File: config.mk
export PLATFORM = sky130hd
export DESIGN_NAME = pll_lock_monitor
export DESIGN_NICKNAME = d
export VERILOG_FILES = /design/src/rtl/pll_lock_monitor.sv
export SDC_FILE = /design/constraint.sdc
export NUM_CORES = 1
export LEC_CHECK = 0
export BUFFER_PORTS_ARGS = -buffer_cell sky130_fd_sc_hd__buf_2
export CAP_MARGIN = 40
export CELL_PAD_IN_SITES_DETAIL_PLACEMENT = 0
export CELL_PAD_IN_SITES_GLOBAL_PLACEMENT = 1
export CORE_UTILIZATION = 35
export DETAILED_ROUTE_END_ITERATION = 10
export PLACE_DENSITY = 0.72
export SLEW_MARGIN = 20
export SYNTH_ARGS = -nofsm -noshare
export SYNTH_HDL_FRONTEND = slang
export SYNTH_SLANG_ARGS = --single-unit
export TNS_END_PERCENT = 30
File: constraint.sdc
create_clock -name clk -period 1.1 [get_ports clk]
set_input_delay 0.22 -clock clk [delete_from_list [all_inputs] [get_ports clk]]
set_output_delay 0.22 -clock clk [all_outputs]
set_load 0.005 [all_outputs]
File: src/rtl/pll_lock_monitor.sv
module pll_lock_monitor #(
  parameter int DIV_RATIO   = 64,
  parameter int GOOD_RUN    = 8,
  parameter int WIDE_CYCLES = 2,
  parameter int SYNC_STAGES = 2,
  parameter int NPORT       = 5
) (
  input  logic             clk,
  input  logic             rst_n,
  input  logic             pump_up_i,
  input  logic             pump_dn_i,
  input  logic             fdiv_i,
  input  logic [2:0]       test_sel_i,
  input  logic [NPORT-1:0] port_sw_i,
  output logic             lock_o,
  output logic             ref_tick_o,
  output logic [NPORT-1:0] port_o
);

  localparam int DW = $clog2(DIV_RATIO);
  localparam int GW = $clog2(GOOD_RUN + 1);
  localparam int WW = $clog2(WIDE_CYCLES + 1);
  localparam logic [2:0] TEST_CODE = 3'b100;
  localparam logic [DW-1:0] DIV_LAST = DW'(DIV_RATIO - 1);
  localparam logic [DW-1:0] DIV_HALF = DW'(DIV_RATIO / 2);
  localparam logic [WW-1:0] RUN_MAX  = WW'(WIDE_CYCLES - 1);
  localparam logic [GW-1:0] GOOD_TOP = GW'(GOOD_RUN);
  localparam logic [GW-1:0] GOOD_PRE = GW'(GOOD_RUN - 1);

  logic [SYNC_STAGES-1:0] up_sync, dn_sync;
  logic [WW-1:0]          run_len;
  logic [DW-1:0]          div_cnt;
  logic [GW-1:0]          good_cnt;
  logic                   bad_seen;
  logic                   pump_act, wide_hit, ref_level;

  always_ff @(posedge clk or negedge rst_n) begin
    if (!rst_n) begin
      up_sync <= '0;
      dn_sync <= '0;
    end else begin
      up_sync <= {up_sync[SYNC_STAGES-2:0], pump_up_i};
      dn_sync <= {dn_sync[SYNC_STAGES-2:0], pump_dn_i};
    end
  end

  assign pump_act = up_sync[SYNC_STAGES-1] | dn_sync[SYNC_STAGES-1];
  assign wide_hit = pump_act && (run_len >= RUN_MAX);

  always_ff @(posedge clk or negedge rst_n) begin
    if (!rst_n)
      run_len <= '0;
    else if (!pump_act)
      run_len <= '0;
    else if (run_len < RUN_MAX)
      run_len <= run_len + 1'b1;
  end

  always_ff @(posedge clk or negedge rst_n) begin
    if (!rst_n)
      div_cnt <= '0;
    else
      div_cnt <= (div_cnt == DIV_LAST) ? '0 : div_cnt + 1'b1;
  end

  assign ref_tick_o = (div_cnt == DIV_LAST);
  assign ref_level  = (div_cnt >= DIV_HALF);

  always_ff @(posedge clk or negedge rst_n) begin
    if (!rst_n) begin
      bad_seen <= 1'b0;
      good_cnt <= '0;
      lock_o   <= 1'b0;
    end else begin
      bad_seen <= ref_tick_o ? 1'b0 : (bad_seen | wide_hit);
      if (wide_hit) begin
        good_cnt <= '0;
        lock_o   <= 1'b0;
      end else if (ref_tick_o) begin
        if (bad_seen) begin
          good_cnt <= '0;
        end else begin
          if (good_cnt < GOOD_TOP) good_cnt <= good_cnt + 1'b1;
          if (good_cnt >= GOOD_PRE) lock_o <= 1'b1;
        end
      end
    end
  end

  always_comb begin
    port_o = port_sw_i;
    if (test_sel_i == TEST_CODE) begin
      port_o[0] = fdiv_i;
      port_o[1] = ref_level;
    end
  end

endmodule

==> out/qor.txt, run 1 <==
post-route setup TNS -> -2103 ps
Worst-Skew Late Latency -> 290 ps
largest net degree at the start of global routing -> 19
Clock Path Buffers -> 2
Slowest cell on crit path -> dfrtp_2
site row count -> 17
nets -> 132
dominant cell by count in the synthesized netlist -> dfrtp_1
met2 Track Usage GR -> 25.11%
final hold viol count -> 0
P_int -> 1152 uW
CTS Sinks -> 18
hold slack final -> 29.20 ps
Setup violations, final -> 15
Power Density -> 1190 nW/um2
global-route wire length before repair -> 3036 um
endpoint class of the critical path -> output port
RSZ-0062 raised after global routing -> true
Worst-Margin Slew -> 398.9 ps
Inserted Clock Buffers -> 3
Tot GR Track Use -> 16.03%
synthesized netlist cell count -> 79
clock power share -> 26.2%
Worst path top cell family by delay -> flip-flops
Psw -> 414.7 uW
gp weighted congestion -> 0.8361
crit-path max FO -> 4
initial core utilization -> 38.04%
crit path cell chain -> mux2_4 -> buf_6
multi-input combinational cell area -> 490.5 um2
die height -> 51.74 um
drt drc -> 0
clk_skew -> 5.492 ps
Data required, critical path -> 880 ps
Area growth syn-to-layout -> 52.02%
Net Sw Frac -> 26.47%
grt ovf -> 0
DRT antenna net count -> 0
fin. max-slew vios -> 0
I/O Pins -> 20
Yosys top cell by area -> dfrtp_1
CTS root buf -> clkbuf_4
CORE AREA -> 2276 um2
EDFF count, synth -> 0
Synthesized Nets -> 96
CP Launch Type -> flop
Port-buffer cells -> 13
Slew headroom -> 73.41%
layout cells sized above 1 -> 54.39%
total die area -> 2677 um2
Final period util -> 122.5%
Cell variety after synth -> 31
Comb power frac -> 27.2%
slowest stage delay, CP -> 440 ps
Hold/Removal Path Class -> input pin to flop
initial DRC count -> 4
Main synth FF type -> dfrtp_1
hpwl dp -> 1150 um
Final Core Density -> 57.83%
Setup CP Type -> flop to output port
synthesized area per cell -> 10.96 um2
minimum clock period -> 1347 ps
Post-synth top cells -> dfrtp_1 (18), nor2_1 (7), nand3_1 (5)
vias in the first global route -> 672
grt met1 use -> 21.81%
CTS tree -> done
failing checks -> setup timing
# fillers -> 183
fmax -> 0.7421 GHz
synth warn -> 0
H-tree levels -> 1
clock slew at reported path FFs -> 110 ps
Routed WL -> 1842 um
ant diodes -> 0
largest cells by area after synthesis -> dfrtp_1 (52%), ha_1 (5.8%), nor2_1 (3.0%), a31oi_1 (2.9%), nand3_1 (2.9%)
worst vdd ir -> 867.9 uV
Reg area -> 451.7 um2
area fraction of the dominant cell type after synthesis -> 52.02%
P_leak -> 0.0005877 uW
status -> finished, violations left
WL per Instance -> 12.97 um
DR vias/cell -> 4.732
width of the die -> 51.74 um
antenna violations before repair -> 0
Data arrival, critical path -> 1130 ps
WP buf/inv -> 1
max-cap viol count -> 0
Final WS setup -> -247.5 ps
fraction of registers with async set/reset -> 100.0%
Seq/Total Area, Yosys -> 52.02%
Post-Synthesis Cell Area -> 865.8 um2
drt first pass iters -> 4
sequential power share -> 46.6%
global route hottest layer -> met2
routing usage on met3 -> 1.754%
Synth Register Bits -> 18
total number of vias -> 672
path summary, 6_finish.rpt:
kind	startpoint	end	slack, ps	cells past startpoint
worst max-delay path	div_cnt[5]	port_o[1]	-250	2
worst min-delay path	pump_dn_i	dn_sync[0]	30	1
worst max register to register	div_cnt[1]	good_cnt[3]	-220	6
worst min register to register	dn_sync[0]	dn_sync[1]	360	0
max in group asynchronous	rst_n	div_cnt[5]	430	2
min in group asynchronous	rst_n	div_cnt[3]	370	2
layout make-up:
| type | instances | share of cell area (%) |
|---|---|---|
| Inverter | 4 | 1.141 |
| Multi-Input combinational cell | 52 | 37.26 |
| Timing Repair Buffer | 36 | 21.86 |
| Sequential cell | 18 | 34.32 |
| Clock buffer | 4 | 2.757 |
| Tap cell | 28 | 2.662 |
power groups by stage:
stage | clock, uW | combinational (uW) | sequential [uW]
2_1_floorplan | 0 | 197 | 734
3_3_place_gp | 0 | 297 | 735
3_5_place_dp | 0 | 310 | 738
4_1_cts | 423 | 359 | 724
5_1_grt | 452 | 485 | 735
6_report | 411 | 426 | 730
state kept, by name (all words and copies together) (netlist names):
register and count:
div_cnt 6, run_len 2, up_sync 2, bad_seen 1, good_cnt 4, dn_sync 2
lock_o 1
cell families after synthesis:
| kind of cell | after synthesis | synth area share (%) |
|---|---|---|
| AOI/OAI and AO/OA | 14 | 10.41 |
| xor gates and xnor gates | 4 | 4.047 |
| adders and majority gates | 4 | 5.781 |
| buffers and inverters | 9 | 5.345 |
| DFF | 18 | 52.02 |
| muxes | 3 | 3.757 |
| and+or+nand+nor | 27 | 18.64 |
metal layers:
metal  up-vias  part of all wire, %
met3         2                  2.1
met1       320                   47
met4         0                 0.87
met2         6                   50
met5         -                    0
li1        344                    -
metrics by stage:
| stage | setup slack [ps] | cells | power [uW] | area, um2 |
|---|---|---|---|---|
| 4_1_cts | -287.0 | 138 | 1506 | 1210 |
| 3_3_place_gp | -188.8 | 129 | 1032 | 1057 |
| 6_report | -247.5 | 142 | 1567 | 1316 |
| 2_1_floorplan | -9.030 | 79 | 930.2 | 883.3 |
| 5_1_grt | -302.9 | 142 | 1672 | 1316 |
| 3_5_place_dp | -212.3 | 129 | 1048 | 1057 |
what timing repair did:
action / CTS / global route
hold buffers: 1 / 0
pin swaps: 5 / 9
setup buffers: 4 / 4
endpoints found under the setup margin: 10 / 17
endpoints found under the hold margin: 18 / 0
gates resized for setup: 16 / 19
layout by cell type, fill, tap and decap left out, drive strengths merged:
cell,instances
o22a,1
and2,1
a21oi,2
dlygate4sd3,1
buf,35
nand2b,1
dfrtp,18
inv,4
nor4,1
nor3,1
ha,4
a211oi,1
o21ai,4
xor2,2
o41ai,1
nand2,1
nor2,8
nand3,6
mux2,2
a31oi,4
nor4b,1
and3,2
nor3b,2
xnor2,2
o21ba,1
mux2i,1
nand3b,3
clkbuf,4
Power figures use the tool's default switching activity.
==> run 2: changes to the inputs <==
--- a/config.mk
+++ b/config.mk
@@ -9,9 +9,9 @@
 export CAP_MARGIN = 40
 export CELL_PAD_IN_SITES_DETAIL_PLACEMENT = 0
 export CELL_PAD_IN_SITES_GLOBAL_PLACEMENT = 1
-export CORE_UTILIZATION = 35
+export CORE_UTILIZATION = 36
 export DETAILED_ROUTE_END_ITERATION = 10
-export PLACE_DENSITY = 0.72
+export PLACE_DENSITY = 0.74
 export SLEW_MARGIN = 20
 export SYNTH_ARGS = -nofsm -noshare
 export SYNTH_HDL_FRONTEND = slang
==> run 2 against run 1 <==
The run still ends with setup timing left. Combinational power is 8.5% lower. Setup slack better by 9.5 ps. Clock power is 1% lower. Sequential power is 1% lower. Clock-buffer cell count stayed put. First-iteration DRC count grew to 2.5 times the previous value. Register-to-register slack better by 90 ps. Sequential share of layout area is 0.33 points higher. Global-route usage is 0.29 points lower. Total power is 3.2% lower. Clock skew is 0.63 ps higher. Critical path type unchanged. Critical endpoint is now ref_tick_o. Largest power group unchanged. Highest routed layer unchanged.
==> out/qor.txt, run 2 (synthesized netlist as in run 1, its figures left out) <==
Data arrival, critical path -> 1120 ps (was 1130 ps)
total die area -> 2605 um2 (was 2677 um2)
width of the die -> 51.04 um (was 51.74 um)
layout cells sized above 1 -> 55.75% (was 54.39%)
Slew headroom -> 73.08% (was 73.41%)
CP Capture Point -> ref_tick_o (was port_o[1])
total number of vias -> 684 (was 672)
global-route wire length before repair -> 3001 um (was 3036 um)
Area growth syn-to-layout -> 50.58% (was 52.02%)
Tot GR Track Use -> 15.75% (was 16.03%)
Worst-Margin Slew -> 403.8 ps (was 398.9 ps)
status -> finished, violations left (unchanged)
CP Launch Type -> flop (unchanged)
die height -> 51.04 um (was 51.74 um)
worst reg2reg endpoint -> good_cnt[3] (unchanged)
CTS tree -> done (unchanged)
worst vdd ir -> 1112 uV (was 867.9 uV)
Final period util -> 121.6% (was 122.5%)
Data required, critical path -> 880 ps (about the same)
Hold/Removal Path Class -> input pin to flop (unchanged)
worst r2r src -> div_cnt[1] (unchanged)
largest net degree at the start of global routing -> 19 (unchanged)
gp weighted congestion -> 0.7869 (was 0.8361)
minimum clock period -> 1338 ps (was 1347 ps)
crit-path max FO -> 2 (was 4)
post-route insts no fill -> 141 (was 142)
DRT antenna net count -> 0 (unchanged)
ant diodes -> 0 (unchanged)
final hold viol count -> 0 (unchanged)
Final Core Density -> 58.38% (was 57.83%)
worst setup path startpoint -> div_cnt[1] (was div_cnt[5])
antenna violations before repair -> 0 (unchanged)
vias in the first global route -> 683 (was 672)
endpoint class of the critical path -> output port (unchanged)
R2R setup slack -> -130 ps (was -220 ps)
fmax -> 0.7474 GHz (was 0.7421 GHz)
CTS Sinks -> 18 (unchanged)
drt drc -> 0 (unchanged)
Setup CP Type -> flop to output port (unchanged)
Routed WL -> 1806 um (was 1842 um)
RSZ-0062 raised after global routing -> true (unchanged)
CORE AREA -> 2233 um2 (was 2276 um2)
hpwl dp -> 1240 um (was 1150 um)
CTS root buf -> clkbuf_4 (unchanged)
initial core utilization -> 38.77% (was 38.04%)
initial DRC count -> 10 (was 4)
DR vias/cell -> 4.851 (was 4.732)
drt first pass iters -> 2 (was 4)
site row count -> 17 (unchanged)
Worst-Skew Late Latency -> 290 ps (about the same)
Setup violations, final -> 12 (was 15)
grt ovf -> 0 (unchanged)
WL per Instance -> 12.81 um (was 12.97 um)
hold slack final -> 30.04 ps (was 29.20 ps)
Power Density -> 1163 nW/um2 (was 1190 nW/um2)
fin. max-slew vios -> 0 (unchanged)
P_leak -> 0.0005698 uW (was 0.0005877 uW)
Clock Path Buffers -> 2 (unchanged)
placed cells -> 129 (unchanged)
Final WS setup -> -238.0 ps (was -247.5 ps)
post-route setup TNS -> -1122 ps (was -2103 ps)
failing checks -> setup timing (unchanged)
Inserted Clock Buffers -> 3 (unchanged)
clk_skew -> 6.126 ps (was 5.492 ps)
max reg flops -> 6 (unchanged)
commonest non-fill, non-tap cell in the layout -> dfrtp_1 (unchanged)
commonest cells after routing, fill and taps aside -> dfrtp_1 (17), buf_4 (16), buf_2 (9), buf_6 (9), nor2_1 (6) (was dfrtp_1 (17), buf_4 (16), buf_6 (10))
Most flops, register -> div_cnt (unchanged)
Port-buffer cells -> 13 (unchanged)
max-cap viol count -> 0 (unchanged)
H-tree levels -> 1 (unchanged)
Largest regs -> div_cnt x6, good_cnt x4 (unchanged)
R2R depth -> 5 (was 6)
clock slew at reported path FFs -> 110 ps (about the same)
I/O Pins -> 20 (unchanged)
nets -> 131 (was 132)
==> run 2: final cells by class <==
cell class | instances | area [um2]
fill | 186 | 929.6
multi-input combinational | 52 | 484.2
sequential | 18 | 451.7
timing repair buffer | 35 | 276.5
clock buffer | 4 | 36.28
tap | 28 | 35.03
inverter | 4 | 20.02
==> run 2: critical path, stage by stage (launching register included) <==
cell and delay, ps:
dfrtp_1 410, ha_4 160, nand2_4 50, nor2_4 80, buf_2 110
==> run 2: worst min path at each step <==
stage	from	to	cells past startpoint	slack (ps)
final	pump_dn_i	dn_sync[0]	1	30
after global routing	pump_up_i	up_sync[0]	1	20
after detailed placement	rst_n	run_len[1]	1	170
after CTS	pump_up_i	up_sync[0]	1	20
after global placement	rst_n	run_len[1]	1	170
after floorplan	rst_n	bad_seen	0	-80
==> run 2: per-layer routing <==
layer  GRT usage, %  share of wire (%)  vias to the layer above
li1               -                  -                      347
met1          20.57                 47                      331
met3          1.786                1.7                        2
met2          25.44                 51                        4
met5              0                  0                        -
met4          8.333               0.83                        0
==> run 2: power by group <==
group	internal, uW	leakage, uW	switching, uW
sequential	703	0.000219	18.0
combinational	229	0.000329	161
clock	202	0.0000210	204
total	1130	0.000570	383
==> run 2: per-stage QoR <==
| step | setup WS [ps] | power, uW | area (um2) |
|---|---|---|---|
| after floorplan | -9.030 | 930.2 | 883.3 |
| after global placement | -188.5 | 1042 | 1057 |
| after detailed placement | -224.1 | 1058 | 1057 |
| after CTS | -279.1 | 1536 | 1217 |
| after global routing | -283.4 | 1612 | 1304 |
| final | -238.0 | 1517 | 1304 |
==> run 2: repair_timing <==
item,4_1_cts,5_1_grt
endpoints found under the setup margin,13,16
gates resized for setup,22,16
hold endpoints to repair,18,0
setup buffers,4,3
pin swaps,8,8
hold buffers,1,0
==> run 3: changes to the inputs <==
--- a/config.mk
+++ b/config.mk
@@ -9,9 +9,10 @@
 export CAP_MARGIN = 40
 export CELL_PAD_IN_SITES_DETAIL_PLACEMENT = 0
 export CELL_PAD_IN_SITES_GLOBAL_PLACEMENT = 1
-export CORE_UTILIZATION = 36
+export CORE_ASPECT_RATIO = 0.9
+export CORE_UTILIZATION = 39
 export DETAILED_ROUTE_END_ITERATION = 10
-export PLACE_DENSITY = 0.74
+export PLACE_DENSITY = 0.76
 export SLEW_MARGIN = 20
 export SYNTH_ARGS = -nofsm -noshare
 export SYNTH_HDL_FRONTEND = slang
==> constraint.sdc (replaced) <==
create_clock -name clk -period 1.25 [get_ports clk]
set_input_delay 0.25 -clock clk [delete_from_list [all_inputs] [get_ports clk]]
set_output_delay 0.25 -clock clk [all_outputs]
set_load 0.005 [all_outputs]
==> run 3 against run 2 <==
Critical path type unchanged. Register-to-register slack better by 140 ps. Clock skew is 4.3 ps lower. Setup slack better by 130 ps. Hold slack better by 29 ps. Total power is 17% lower. Final cell count is 6.4% lower. The flow still finishes with violations (setup timing). Via count is 2.3% lower.
==> out/qor.txt, run 3 (synthesized netlist as in run 1, its figures left out) <==
vias in the first global route -> 569 (was 683)
R2R setup slack -> 10 ps (was -130 ps)
crit-path max FO -> 2 (unchanged)
Tot GR Track Use -> 14.62% (was 15.75%)
clock slew at reported path FFs -> 100 ps (was 110 ps)
minimum clock period -> 1363 ps
site row count -> 15 (was 17)
H-tree levels -> 1 (unchanged)
grt ovf -> 0 (unchanged)
CTS tree -> done (unchanged)
CP Launch Type -> flop (unchanged)
final hold viol count -> 0 (unchanged)
Final period util -> 109.0%
Worst-Margin Slew -> 388.1 ps (was 403.8 ps)
crit path cell chain -> ha_4 -> nand2_4 -> nor2_4 -> buf_2 (unchanged)
nets -> 125 (was 131)
Reg area -> 451.7 um2 (unchanged)
hold endpoint -> up_sync[0] (was dn_sync[0])
DRT antenna net count -> 0 (unchanged)
CTS Sinks -> 18 (unchanged)
multi-input combinational cell area -> 430.4 um2 (was 484.2 um2)
drt first pass iters -> 4 (was 2)
R2R depth -> 5 (unchanged)
worst vdd ir -> 683.0 uV (was 1112 uV)
Tot Pwr -> 1257 uW (was 1517 uW)
Data required, critical path -> 1000 ps (was 880 ps)
CTS root buf -> clkbuf_4 (unchanged)
failing checks -> setup timing (unchanged)
fmax -> 0.7339 GHz
Inserted Clock Buffers -> 3 (unchanged)
Final WS setup -> -112.6 ps (was -238.0 ps)
RSZ-0062 raised after global routing -> true (unchanged)
largest net degree at the start of global routing -> 19 (unchanged)
Power Density -> 1064 nW/um2 (was 1163 nW/um2)
die height -> 46.70 um (was 51.04 um)
hpwl dp -> 1097 um (was 1240 um)
width of the die -> 51.67 um (was 51.04 um)
Clock Path Buffers -> 2 (unchanged)
DR vias/cell -> 5.061 (was 4.851)
post-route setup TNS -> -250.0 ps (was -1122 ps)
CORE AREA -> 2008 um2 (was 2233 um2)
Data arrival, critical path -> 1110 ps (was 1120 ps)
Hold/Removal Path Class -> input pin to flop (unchanged)
I/O Pins -> 20 (unchanged)
worst r2r src -> div_cnt[0] (was div_cnt[1])
total number of vias -> 668 (was 684)
# fillers -> 170 (was 186)
fin. max-slew vios -> 0 (unchanged)
slowest stage delay, CP -> 410 ps (about the same)
Worst-Skew Late Latency -> 290 ps (about the same)
total die area -> 2413 um2 (was 2605 um2)
WL per Instance -> 12.46 um (was 12.81 um)
clk_skew -> 1.873 ps (was 6.126 ps)
commonest non-fill, non-tap cell in the layout -> dfrtp_1 (unchanged)
Cell Area, Placed -> 991.0 um2 (was 1057 um2)
endpoint class of the critical path -> output port (unchanged)
initial core utilization -> 43.12% (was 38.77%)
Routed WL -> 1645 um (was 1806 um)
status -> finished, violations left (unchanged)
P_leak -> 0.0005381 uW (was 0.0005698 uW)
worst reg2reg endpoint -> lock_o (was good_cnt[3])
post-route insts no fill -> 132 (was 141)
max reg flops -> 6 (unchanged)
Setup violations, final -> 3 (was 12)
Worst Hold Depth -> 1 (unchanged)
antenna violations before repair -> 0 (unchanged)
Slowest cell on crit path -> dfrtp_1 (unchanged)
Most flops, register -> div_cnt (unchanged)
drt drc -> 0 (unchanged)
Area growth syn-to-layout -> 36.42% (was 50.58%)
Setup CP Type -> flop to output port (unchanged)
ant diodes -> 0 (unchanged)
layout cells sized above 1 -> 42.99% (was 55.75%)
Port-buffer cells -> 13 (unchanged)
Finished Cell Area -> 1181 um2 (was 1304 um2)
Largest regs -> div_cnt x6, good_cnt x4 (unchanged)
HP Start -> pump_up_i (was pump_dn_i)
global-route wire length before repair -> 2477 um (was 3001 um)
Slew headroom -> 74.12% (was 73.08%)
max-cap viol count -> 0 (unchanged)
initial DRC count -> 8 (was 10)
gp weighted congestion -> 0.8057 (was 0.7869)
placed cells -> 120 (was 129)
commonest cells after routing, fill and taps aside -> dfrtp_1 (17), buf_4 (14), buf_2 (9) (was dfrtp_1 (17), buf_4 (16), buf_2 (9), buf_6 (9), nor2_1 (6))
run 3: what timing repair did:
item,in CTS,in global routing
hold endpoints to repair,18,0
hold buffers,1,0
setup buffers,3,4
pin swaps,3,4
gates resized for setup,12,7
gates cloned,0,0
endpoints found under the setup margin,3,8
run 3: power by group:
| part | internal (uW) | switching [uW] | leakage [uW] | total, uW |
|---|---|---|---|---|
| Combinational | 146 | 117 | 0.000298 | 263 |
| Sequential | 619 | 18.9 | 0.000219 | 638 |
| Clock | 177 | 179 | 0.0000210 | 356 |
run 3: through the flow:
step / hold WS [ps] / utilization [%] / worst slack [ps]
detailed placement: 201.6 / 49.35 / -134.4
CTS: 49.18 / 55.64 / -186.7
floorplan: -45.59 / - / 78.72
finish: 58.84 / 58.82 / -112.6
global placement: 199.0 / 49.35 / -97.64
global route: 48.11 / 58.82 / -165.7
run 3: metal layers:
layer  part of all wire, %  wire [um]  global-route usage [%]  up-vias
li1                      -          -                       -      333
met1                    47        773                   20.49      325
met2                    50        816                   22.60        8
met3                   2.8         46                   2.310        2
met4                  0.55          9                   6.486        0
met5                     0          0                       0        -
run 3: worst max path at each step:
stage	from	end	slack (ps)
finish	div_cnt[0]	ref_tick_o	-110
global route	div_cnt[4]	ref_tick_o	-170
CTS	div_cnt[1]	ref_tick_o	-190
detailed placement	test_sel_i[1]	port_o[1]	-130
global placement	test_sel_i[1]	port_o[0]	-100
floorplan	div_cnt[0]	lock_o	80
run 3: area by class of cell:
class | instances | area share, %
clock buffers | 4 | 3.072
inverters | 4 | 1.271
flip-flops and latches | 18 | 38.24
repair buffers | 29 | 18.33
multi-input cells | 52 | 36.44
well taps | 25 | 2.648
run 3: critical path: cells and delay by family (launching register included):
kind,cells,cell delay [ps]
adders and majority gates,1,160
and+or+nand+nor,2,140
DFF,1,410
buffers and inverters,1,120
